[src/rtl/rx_coalesce_irq.sv]
`timescale 1ns/1ps
module rx_coalesce_irq #(
  parameter int DW = 32,
  parameter int LVL_W = 6,
  parameter int THR_W = 8,
  parameter logic [THR_W-1:0] THR_RST = 8'd8,
  parameter logic [DW-THR_W-1:0] TMR_RST = 24'h74
) (
  input  logic             clk,
  input  logic             rst_n,
  input  logic             reg_wr,
  input  logic [1:0]       reg_addr,
  input  logic [DW-1:0]    reg_wdata,
  output logic [DW-1:0]    reg_rdata,
  input  logic             rx_frame_in,
  input  logic             rx_waiting,
  input  logic             tx_done,
  input  logic [LVL_W-1:0] tx_level,
  output logic             irq_out
);
  localparam int TMR_W = DW - THR_W;
  localparam int PORT_BIT = 18;
  localparam int GLB_BIT = 19;
  localparam logic [1:0] A_RAW = 2'd0;
  localparam logic [1:0] A_EN = 2'd1;
  localparam logic [1:0] A_CFG = 2'd2;
  localparam logic [7:0] RAW_MASK = 8'hC3;

  logic [7:0]       raw_q, src_en_q, clr, set_vec;
  logic             port_en_q, glb_en_q;
  logic [THR_W-1:0] thr_q, frm_cnt, base_cnt, nxt_cnt;
  logic [TMR_W-1:0] tmr_q, idle_q, idle_nxt;
  logic [LVL_W-1:0] tx_prev;
  logic             hit_thr, tmr_fire, tx_empty_evt;
  logic [DW-1:0]    en_word;

  wire wr_raw = reg_wr && (reg_addr == A_RAW);
  wire wr_en  = reg_wr && (reg_addr == A_EN);
  wire wr_cfg = reg_wr && (reg_addr == A_CFG);

  assign clr = wr_raw ? reg_wdata[7:0] : 8'h00;

  always_comb begin
    base_cnt = clr[7] ? '0 : frm_cnt;
    nxt_cnt  = base_cnt;
    if (rx_frame_in && (base_cnt != '1)) nxt_cnt = base_cnt + 1'b1;
  end

  assign hit_thr  = (nxt_cnt != '0) && (nxt_cnt >= thr_q);
  assign tmr_fire = !clr[7] && !rx_frame_in && (frm_cnt != '0) && (idle_q == tmr_q);
  assign tx_empty_evt = (tx_prev != '0) && (tx_level == '0);

  always_comb begin
    idle_nxt = idle_q;
    if (rx_frame_in || clr[7]) idle_nxt = '0;
    else if ((frm_cnt != '0) && (idle_q != tmr_q)) idle_nxt = idle_q + 1'b1;
  end

  assign set_vec = {hit_thr | tmr_fire, tx_empty_evt, 4'b0000, tx_done, rx_waiting};

  always_ff @(posedge clk or negedge rst_n) begin
    if (!rst_n) begin
      raw_q   <= '0;
      frm_cnt <= '0;
      idle_q  <= '0;
      tx_prev <= '0;
    end else begin
      raw_q   <= (set_vec | (raw_q & ~clr)) & RAW_MASK;
      frm_cnt <= nxt_cnt;
      idle_q  <= idle_nxt;
      tx_prev <= tx_level;
    end
  end

  always_ff @(posedge clk or negedge rst_n) begin
    if (!rst_n) begin
      src_en_q  <= '0;
      port_en_q <= 1'b0;
      glb_en_q  <= 1'b0;
      thr_q     <= THR_RST;
      tmr_q     <= TMR_RST;
    end else begin
      if (wr_en) begin
        src_en_q  <= reg_wdata[7:0];
        port_en_q <= reg_wdata[PORT_BIT];
        glb_en_q  <= reg_wdata[GLB_BIT];
      end
      if (wr_cfg) {thr_q, tmr_q} <= reg_wdata;
    end
  end

  always_comb begin
    en_word = '0;
    en_word[7:0] = src_en_q;
    en_word[PORT_BIT] = port_en_q;
    en_word[GLB_BIT] = glb_en_q;
  end

  always_comb begin
    case (reg_addr)
      A_RAW:   reg_rdata = {{(DW-8){1'b0}}, raw_q};
      A_EN:    reg_rdata = en_word;
      A_CFG:   reg_rdata = {thr_q, tmr_q};
      default: reg_rdata = '0;
    endcase
  end

  assign irq_out = glb_en_q & port_en_q & (|(raw_q & src_en_q));
endmodule


[config.mk]
export PLATFORM = sky130hd
export DESIGN_NAME = rx_coalesce_irq
export DESIGN_NICKNAME = d
export VERILOG_FILES = /design/src/rtl/rx_coalesce_irq.sv
export SDC_FILE = /design/constraint.sdc
export NUM_CORES = 1
export LEC_CHECK = 0
export BUFFER_PORTS_ARGS = -buffer_cell sky130_fd_sc_hd__buf_2
export CELL_PAD_IN_SITES_DETAIL_PLACEMENT = 0
export CELL_PAD_IN_SITES_GLOBAL_PLACEMENT = 1
export CORE_MARGIN = 4
export CORE_UTILIZATION = 40
export DETAILED_ROUTE_END_ITERATION = 16
export PLACE_DENSITY = 0.77
export SYNTH_ARGS = -nofsm -noshare
export SYNTH_HDL_FRONTEND = slang
export SYNTH_SLANG_ARGS = --single-unit
[constraint.sdc]
create_clock -name clk -period 2.4 [get_ports clk]
set_input_delay 0.48 -clock clk [delete_from_list [all_inputs] [get_ports clk]]
set_output_delay 0.48 -clock clk [all_outputs]
set_load 0.03 [all_outputs]
==> results.md <==
- Top cell type's share of synthesized area: 42.52%
- Nets: 602
- Clock sinks: 84
- Critical path type: in -> reg
- Largest area contributor in the netlist: dfrtp_1
- DR vias: 3798
- Hold WC Path Type: in -> async
- Area contributors post-synth: dfrtp_1, mux2_2, xnor2_1
- Vias in the first global route: 3830
- Share of cells above drive strength 1: 39.38%
- Final core utilization: 50.92%
- Register clock-pin slew on the reported worst setup and hold paths: 0.06 ns
- CTS buffer count: 9
- Achievable Freq: 384.8 MHz
- Slew Limit Fails: 0
- Dpl cells: 677
- Ys async rst share: 100.0%
- Failing checks: negative setup slack
- First-pass GRT wire length: 19130 µm
- I/O Buffers: 78
- Hold slack: 0.1270 ns
- Fillers: 1076
- Final min period: 2.599 ns
- I/O pin count: 79
- DIE WIDTH: 115.8 µm
- Period utilization: 108.3%
- Root Buffer: clkbuf_16
- Setup WS post-layout: -0.1987 ns
- Die height: 115.8 µm
- Die Footprint: 0.01341 mm²
- Seq/Total Area, Yosys: 45.34%
- H-Tree Depth: 3
- Syn nets: 494
- Critical path required time: 2.60 ns
- Hold buffers post-CTS: 0
- Cells along the critical path: buf_6 -> nor4bb_4 -> buf_4 -> nor2b_4 -> ha_4 -> nand4_1 -> or2_4 -> nor3b_2 -> a21oi_2 -> ha_1 -> a21oi_1 -> o21ai_1 -> a31oi_1 -> o21ai_1 -> a21oi_1 -> o22ai_1
- Clock buffer depth: 2
- FF+latch count, synth: 84
- Core box area: 0.01142 mm²
- EDFF count, synth: 0
- Initial antenna violation count: 0
- Final setup viols: 1
- Final Hold Vio Count: 0
- Worst Setup End Kind: flop
- Largest net degree at the start of global routing: 45
- Total power: 4424 µW
- Leakage power: 0.002668 µW
- Gr ovfl total: 0
- Antenna-violating nets left: 0
- Worst slack, placed: -0.6430 ns
- Wirelength per Cell: 16.99 µm
- Syn_area_per_cell: 10.62 µm²
- CTS tree: yes
- Crit path largest cell delay: 0.27 ns
- Initial DRC Count: 172
- Non-filler cells, final: 694
- Ys flop type: dfrtp_1
- GPL Wtd Cong: 0.8737
- Slew @ Worst Pin: 0.5719 ns
- Most frequent cell after synthesis: dfrtp_1
- Relative slew slack: 61.65%
- Worst Skew: 0.006355 ns
- Worst path arrival time: 2.80 ns
- Detailed Routing Iterations Pass 1: 4
- Flop2flop setup slack: -0.20 ns
- CP Launch Type: primary input
- Most frequent cells after synthesis: dfrtp_1, mux2_2, nand2_1
- RSZ-0062 raised after global routing: yes
- All-Layer GR Usage: 18.45%
- Distinct cell type count after synthesis: 56
- PwrDens: 760.9 mW/mm²
- Critical-path top delay cell: or2_4
- Post-Synthesis Cell Area: 0.004649 mm²
- Layout area overhead: 25.05%
- VDD IR max: 523.4 µV
- Skew-Pair Late Insertion Delay: 0.34 ns
- Max Cap Viol: 0
- Wirelength, routed: 11790 µm
- Cells after synthesis: 438
- Outcome: finished, violations left
- DR DRC count: 0
- Via-to-Cell Ratio: 5.473
- Starting density of the core: 40.72%
- Ant diodes: 0
- Crit path max fanout: 4
- Cell row count: 39
- Yosys Warn Count: 0
- DP HPWL: 8828 µm
[cells in the final DEF, fill, tap and decap left out, types with 3 or more instances in the layout]
cell type / instances
buf_4: 42
nor4_1: 3
mux2i_1: 9
o21ai_0: 6
a31oi_1: 5
nor3_1: 3
and2_1: 22
a31o_2: 5
dfstp_2: 5
a22o_1: 6
mux2_2: 44
a31o_1: 6
clkbuf_16: 9
nand2b_1: 3
and3_1: 5
o211ai_1: 4
inv_1: 11
nor2b_1: 3
a21oi_2: 3
xnor2_1: 27
a21oi_1: 21
nand4_1: 12
o31ai_1: 6
nand2_1: 39
or4_1: 7
nand3_1: 4
dfrtp_1: 79
nor2_1: 21
buf_2: 75
ha_1: 9
a21o_1: 3
[power by group]
part	internal, µW	switching, µW	total, µW
Clock	836	570	1410
Combinational	571	612	1180
Sequential	1630	201	1840
Total	3040	1380	4420
[timing repair]
action                     in CTS  in global routing
setup endpoints to repair       1                  1
pin swaps                       5                  0
gates resized for setup         7                  0
setup buffers                   1                  0
[final timing paths]
path | startpoint | cells past startpoint | to
max reg2reg | frm_cnt[0] | 13 | raw_q[7]
max in group asynchronous | rst_n | 2 | tmr_q[6]
max | reg_wr | 16 | raw_q[7]
min in group clk | tx_level[4] | 1 | tx_prev[4]
min reg2reg | src_en_q[2] | 1 | src_en_q[2]
min | rst_n | 1 | tmr_q[15]
[critical path, delay by kind of cell]
kind	cells	cell delay (ns)
compound gates	7	0.84
fa+ha+maj	2	0.41
buf+inv	2	0.23
simple gates	5	0.83
[cell type report]
class	instances	area, µm²	area share [%]
clock buffer	12	246.5	4.239
clock inverter	4	51.30	0.8823
inverter	11	41.29	0.7101
sequential	84	2108	36.26
tap	143	178.9	3.077
multi-input combinational	320	2455	42.22
timing repair buffer	120	733.2	12.61
[kinds of logic after synthesis]
logic type                 share of synthesized area [%]
adders and majority gates                          2.691
muxes                                              12.59
xor gates and xnor gates                           5.436
AOI/OAI and AO/OA                                  12.67
buffers and inverters                              3.283
and+or+nand+nor                                    17.98
DFF                                                45.34
[through the flow]
stage / area [µm²] / TNS, ns
finish: 5814 / -0.1987
global route: 5814 / -0.3795
CTS: 5814 / -0.2039
detailed placement: 5477 / -0.6430
global placement: 5477 / -0.5765
floorplan: 4707 / -0.4629
[state kept, by name, indices dropped and copies added (netlist names)]
| signal | count |
|---|---|
| thr_q | 8 |
| tx_prev | 6 |
| src_en_q | 8 |
| frm_cnt | 8 |
| idle_q | 24 |
| glb_en_q | 1 |
| port_en_q | 1 |
| tmr_q | 24 |
| raw_q | 4 |
[per-layer routing]
layer	wire (µm)	GRT usage (%)	up-vias
li1	-	-	1797
met1	5219	23.76	1886
met2	5764	31.15	106
met3	648	3.864	9
met4	158	5.955	0
met5	0	0	-
Power figures use the tool's default switching activity.
